==> config.mk <==
export PLATFORM = sky130hd
export DESIGN_NAME = kbd_in_port
export DESIGN_NICKNAME = d
export VERILOG_FILES = /design/src/rtl/kbd_in_pkg.sv /design/src/rtl/kbd_in_decode.sv /design/src/rtl/kbd_in_char_reg.sv /design/src/rtl/kbd_in_ctrl_reg.sv /design/src/rtl/kbd_in_port.sv
export SDC_FILE = /design/constraint.sdc
export NUM_CORES = 1
export LEC_CHECK = 0
export BUFFER_PORTS_ARGS = -buffer_cell sky130_fd_sc_hd__buf_2
export CELL_PAD_IN_SITES_DETAIL_PLACEMENT = 0
export CELL_PAD_IN_SITES_GLOBAL_PLACEMENT = 1
export CORE_UTILIZATION = 23
export CTS_BUF_LIST = sky130_fd_sc_hd__clkbuf_16
export CTS_CLUSTER_DIAMETER = 120
export DETAILED_ROUTE_END_ITERATION = 8
export PLACE_DENSITY_LB_ADDON = 0.05
export SKIP_LAST_GASP = 1
export SLEW_MARGIN = 5
export SYNTH_ARGS = -nofsm -noshare
export SYNTH_HDL_FRONTEND = slang
export SYNTH_SLANG_ARGS = --single-unit
==> constraint.sdc <==
create_clock -name clk -period 1.3 [get_ports clk]
set_clock_uncertainty 0.15 [all_clocks]
set_input_delay 0.195 -clock clk [delete_from_list [all_inputs] [get_ports clk]]
set_output_delay 0.195 -clock clk [all_outputs]
set_load 0.03 [all_outputs]
==> src/rtl/kbd_in_pkg.sv <==
package kbd_in_pkg;

    // Which register, if any, the current bus access selects
    typedef enum logic [1:0] {
        SEL_NONE = 2'd0,
        SEL_STAT = 2'd1,
        SEL_CHAR = 2'd2
    } reg_sel_t;

    // Decoded access strobes
    typedef struct packed {
        logic stat_rd;
        logic stat_wr;
        logic char_rd;
        logic char_wr;
    } bus_hit_t;

    // Place a single flag at a given bit of a zeroed word
    function automatic logic [15:0] flag_at(input logic val, input int pos);
        logic [15:0] w;
        w = '0;
        w[pos] = val;
        return w;
    endfunction

endpackage

==> src/rtl/kbd_in_decode.sv <==
module kbd_in_decode
    import kbd_in_pkg::*;
#(
    parameter int ADDR_W = 16,
    parameter logic [ADDR_W-1:0] STAT_ADDR = 16'hFE00,
    parameter logic [ADDR_W-1:0] CHAR_ADDR = 16'hFE02
) (
    input  logic [ADDR_W-1:0] addr,
    input  logic              rd,
    input  logic              wr,
    output reg_sel_t          sel,
    output bus_hit_t          hit
);
    always_comb begin
        if (addr == STAT_ADDR)      sel = SEL_STAT;
        else if (addr == CHAR_ADDR) sel = SEL_CHAR;
        else                        sel = SEL_NONE;
    end

    always_comb begin
        hit         = '0;
        hit.stat_rd = rd && (sel == SEL_STAT);
        hit.stat_wr = wr && (sel == SEL_STAT);
        hit.char_rd = rd && (sel == SEL_CHAR);
        hit.char_wr = wr && (sel == SEL_CHAR);
    end
endmodule

==> src/rtl/kbd_in_char_reg.sv <==
module kbd_in_char_reg #(
    parameter int CHAR_W = 8
) (
    input  logic              clk,
    input  logic              rst,
    input  logic              key_strobe,
    input  logic [CHAR_W-1:0] key_code,
    input  logic              char_rd,
    output logic              rdy,
    output logic [CHAR_W-1:0] char_q
);
    logic accept;

    // A read in the same cycle frees the slot before the new code lands
    assign accept = key_strobe && (!rdy || char_rd);

    always_ff @(posedge clk) begin
        if (rst) begin
            rdy    <= 1'b0;
            char_q <= '0;
        end else if (accept) begin
            rdy    <= 1'b1;
            char_q <= key_code;
        end else if (char_rd) begin
            rdy    <= 1'b0;
        end
    end
endmodule

==> src/rtl/kbd_in_ctrl_reg.sv <==
module kbd_in_ctrl_reg (
    input  logic clk,
    input  logic rst,
    input  logic stat_wr,
    input  logic wdata_bit,
    output logic ie
);
    always_ff @(posedge clk) begin
        if (rst)          ie <= 1'b0;
        else if (stat_wr) ie <= wdata_bit;
    end
endmodule

==> src/rtl/kbd_in_port.sv <==
module kbd_in_port
    import kbd_in_pkg::*;
#(
    parameter int ADDR_W = 16,
    parameter int DATA_W = 16,
    parameter int CHAR_W = 8,
    parameter logic [ADDR_W-1:0] STAT_ADDR = 16'hFE00,
    parameter logic [ADDR_W-1:0] CHAR_ADDR = 16'hFE02
) (
    input  logic              clk,
    input  logic              rst,
    input  logic              key_strobe,
    input  logic [CHAR_W-1:0] key_code,
    input  logic [ADDR_W-1:0] bus_addr,
    input  logic              bus_rd,
    input  logic              bus_wr,
    input  logic [DATA_W-1:0] bus_wdata,
    output logic [DATA_W-1:0] bus_rdata,
    output logic              irq
);
    localparam int RDY_BIT = DATA_W - 1;
    localparam int IE_BIT  = DATA_W - 2;
    localparam int PAD_W   = DATA_W - CHAR_W;

    reg_sel_t          sel;
    bus_hit_t          hit;
    logic              rdy;
    logic              ie;
    logic [CHAR_W-1:0] char_q;
    logic [DATA_W-1:0] stat_word;
    logic [DATA_W-1:0] char_word;

    kbd_in_decode #(
        .ADDR_W   (ADDR_W),
        .STAT_ADDR(STAT_ADDR),
        .CHAR_ADDR(CHAR_ADDR)
    ) u_dec (
        .addr(bus_addr),
        .rd  (bus_rd),
        .wr  (bus_wr),
        .sel (sel),
        .hit (hit)
    );

    kbd_in_char_reg #(.CHAR_W(CHAR_W)) u_char (
        .clk       (clk),
        .rst       (rst),
        .key_strobe(key_strobe),
        .key_code  (key_code),
        .char_rd   (hit.char_rd),
        .rdy       (rdy),
        .char_q    (char_q)
    );

    kbd_in_ctrl_reg u_ctrl (
        .clk      (clk),
        .rst      (rst),
        .stat_wr  (hit.stat_wr),
        .wdata_bit(bus_wdata[IE_BIT]),
        .ie       (ie)
    );

    // Status word: only the ready and enable flags are populated
    always_comb begin
        stat_word = '0;
        stat_word[RDY_BIT] = rdy;
        stat_word[IE_BIT]  = ie;
    end

    // Character word: code zero-extended into the upper bits
    generate
        if (PAD_W > 0) begin : g_pad
            assign char_word = {{PAD_W{1'b0}}, char_q};
        end else begin : g_nopad
            assign char_word = char_q[DATA_W-1:0];
        end
    endgenerate

    always_comb begin
        bus_rdata = '0;
        if (bus_rd) begin
            case (sel)
                SEL_STAT: bus_rdata = stat_word;
                SEL_CHAR: bus_rdata = char_word;
                default:  bus_rdata = '0;
            endcase
        end
    end

    assign irq = rdy && ie;
endmodule

==> results.rst <==
.. list-table::
   :header-rows: 1

   * - Metric
     - Value
   * - Run status
     - finished, violations left
   * - Violated checks
     - setup timing
   * - Vias
     - approximately 890
   * - Total of flip-flops plus latches after synthesis
     - 10
   * - Post-DR wirelength/cell
     - 11.97 um
   * - Via-to-Cell Ratio
     - between 4 and 5
   * - Synth warn
     - 0
   * - Final ANT Viol Nets
     - 0
   * - Inserted Clock Buffers
     - 3
   * - Post-synthesis average cell area
     - about 8.3 um2
   * - Net switching component of the power
     - 288.9 uW
   * - Number of failing setup endpoints in the final timing report
     - 20
   * - Start of the worst register-to-register path
     - u_char.rdy
   * - Clk_lat worst skew
     - 0.23 ns
   * - Clock sink count
     - 10
   * - Cell chosen for the clock root
     - sky130_fd_sc_hd__clkbuf_16
   * - Total internal power
     - a little under 900 uW
   * - Initial antenna violation count
     - 0
   * - Total count of hold-check failures in the final report
     - 0
   * - Final clock period utilization by the worst path
     - 1.275
   * - Maximum operating frequency
     - 0.6032 GHz
   * - CP Class
     - input pin to output port
   * - Slack of the worst reg-to-reg path
     - -0.08 ns
   * - Die area
     - 3643 um2
   * - Gate count after technology mapping
     - 94
   * - First-pass GRT wire length
     - approximately 3700 um
   * - DRC violation count after routing
     - 0
   * - Pin count of the biggest net entering global routing
     - 19
   * - Number of pins with negative max-slew slack in the final report
     - 0
   * - Clock edge transition at the registers on the reported setup and hold paths
     - about 0.04 ns
   * - Initial drt markers
     - 38
   * - # IOs
     - 62
   * - Setup WS post-layout
     - -0.3578 ns
   * - Relative contribution of the clock network to total power
     - 0.463
   * - Placed Area
     - ~1100 um2
   * - Number of placement rows
     - 20
   * - Maximum clock path buffer count
     - 2
   * - Overall Power
     - between 1 and 1.5 mW
   * - Area growth from synthesis to layout
     - 85.78%
   * - Router iterations before antenna repair
     - 4
   * - Share of post-route cells with drive strength above 1
     - 0.6084
   * - Fin area
     - 1455 um2
   * - Global Route Usage Sum
     - 0.1391
   * - Crit Path Max Fanout
     - 8
   * - Min cycle time layout
     - between 1.5 and 2 ns
   * - Via count of the first global-routing pass
     - 844
   * - Count of port buffers added during placement
     - 40
   * - Kind of launch point of the worst setup path
     - input pin
   * - Count of cells along the worst hold path
     - 2
   * - Finished Core Util
     - 0.4615
   * - Die Span Y
     - 60.36 um
   * - H-tree depth
     - 1
   * - Type of the worst min-delay path
     - input pin to register
   * - Power density cells
     - 799.8 nW/um2
   * - Worst ir drop on vdd
     - about 0.31 mV
   * - Core Footprint
     - 3153 um2
   * - CP endpoint kind
     - output port
   * - RSZ-0062 raised after global routing
     - yes
   * - Combined area of all synthesized cells
     - approximately 800 um2
   * - Total number of nets in the final design
     - 190
   * - Proportion of total power due to net switching
     - 0.2482
   * - Starting density of the core
     - 0.2484
   * - Count of inserted antenna diode cells
     - 0
   * - Worst R2R End
     - u_char.char_q[1]
   * - Overflow left after global routing
     - 0
   * - Worst path arrival time
     - 1.31 ns
   * - Flop pwr share
     - 0.302
   * - Cells on worst reg2reg path
     - 5
   * - WP data required
     - around 0.95 ns
   * - Logic gate share of total power
     - 0.235
   * - Final HPWL DP
     - 1546 um
   * - Weighted congestion at the end of routability-driven global placement
     - approximately 0.75
   * - Width of the die
     - 60.36 um
   * - Capturing instance or port of the critical path
     - bus_rdata[3]
   * - Number of unique standard cell types used by synthesis
     - 25
   * - Most frequent standard cell in the layout excluding fill and tap cells
     - sky130_fd_sc_hd__buf_2
   * - Highest-count cells in the layout ignoring fill and taps
     - sky130_fd_sc_hd__buf_2 (25), sky130_fd_sc_hd__buf_6 (19), sky130_fd_sc_hd__nand2_1 (18)
   * - TritonCTS clock tree
     - yes
   * - Part of the Yosys area used for sequential elements
     - 0.2556
   * - Max_cap viols
     - 0
   * - Startpoint of the worst setup timing path
     - bus_addr[5]
   * - Total Routed Length
     - between 2000 and 2500 um
   * - Leakage power figure
     - around 0.7 nW
## worst min path at each step
stage / start / to / slack, ns
floorplan: key_strobe / u_char.rdy / 0.17
global placement: rst / u_char.rdy / 0.28
detailed placement: rst / u_char.rdy / 0.29
CTS: rst / u_char.rdy / 0.03
global route: rst / u_char.rdy / 0.05
finish: rst / u_char.rdy / 0.03
## cells by family after synthesis
kind of cell / Yosys count / synth area share
and+or+nand+nor: 49 / 0.4202
other: 1 / 0.004788
DFF: 10 / 0.2556
muxes: 1 / 0.01278
buffers and inverters: 15 / 0.1150
AOI/OAI and AO/OA: 18 / 0.1917
## cell usage after synthesis, drive strengths merged
library cell,count,share of area
clkbuf,1,0.0048
buf,11,0.096
nor4,1,0.0080
and4,1,0.011
conb,1,0.0048
a21oi,1,0.0064
a32oi,8,0.089
nand4,1,0.027
and4b,2,0.026
nor3b,8,0.077
nand2b,1,0.0080
dfxtp,10,0.26
nor4b,2,0.061
inv,3,0.014
o311ai,8,0.089
nor2b,1,0.0080
mux2i,1,0.013
and2,11,0.088
o21ai,1,0.0064
nor2,2,0.016
nand2,19,0.091
## what timing repair did
action	CTS	global route
endpoints found under the setup margin	19	20
hold buffers	0	0
gates resized for setup	51	16
setup buffers	5	1
pin swaps	16	8
## layer usage
metal  GRT usage  wire length (um)  vias up
li1            -                 -      435
met1      0.1539               882      420
met2      0.2575              1211       37
met3     0.02559               124        2
met4     0.05980                21        0
met5           0                 0        -
## area by class of cell
| cell class | instances | area (um2) |
|---|---|---|
| Tap cell | 44 | 55.05 |
| Inverter | 3 | 11.26 |
| Multi-Input combinational cell | 74 | 670.6 |
| Sequential cell | 10 | 203.9 |
| Fill cell | 330 | 1698 |
| Timing Repair Buffer | 53 | 439.2 |
| Clock buffer | 3 | 75.07 |
## power groups by stage
stage                     clock (mW)  sequential [mW]  combinational [mW]
after CTS                      0.554            0.353               0.235
after floorplan                    0            0.349               0.132
after global routing           0.574            0.355               0.297
after global placement             0            0.352               0.198
final                          0.539            0.351               0.274
after detailed placement           0            0.353               0.202
## per-stage QoR
step	hold slack, ns	setup slack (ns)	std cells	setup TNS [ns]
2_1_floorplan	0.1745	-0.1933	99	-1.953
3_3_place_gp	0.2837	-0.5868	179	-9.058
3_5_place_dp	0.2859	-0.6116	179	-9.312
4_1_cts	0.03344	-0.3740	187	-4.962
5_1_grt	0.05230	-0.4250	187	-5.191
6_report	0.03190	-0.3578	187	-3.935
## flip-flops by register name (all words and copies together) (netlist names)
signal and cells:
u_char.char_q 8, u_char.rdy 1, u_ctrl.ie 1
## critical path, stage by stage
cell	delay, ns
sky130_fd_sc_hd__buf_6	0.10
sky130_fd_sc_hd__nor4b_4	0.32
sky130_fd_sc_hd__nand4_4	0.16
sky130_fd_sc_hd__nor2_2	0.13
sky130_fd_sc_hd__buf_6	0.14
sky130_fd_sc_hd__and2_4	0.14
sky130_fd_sc_hd__buf_6	0.12
(Power assumes the default switching activity.)
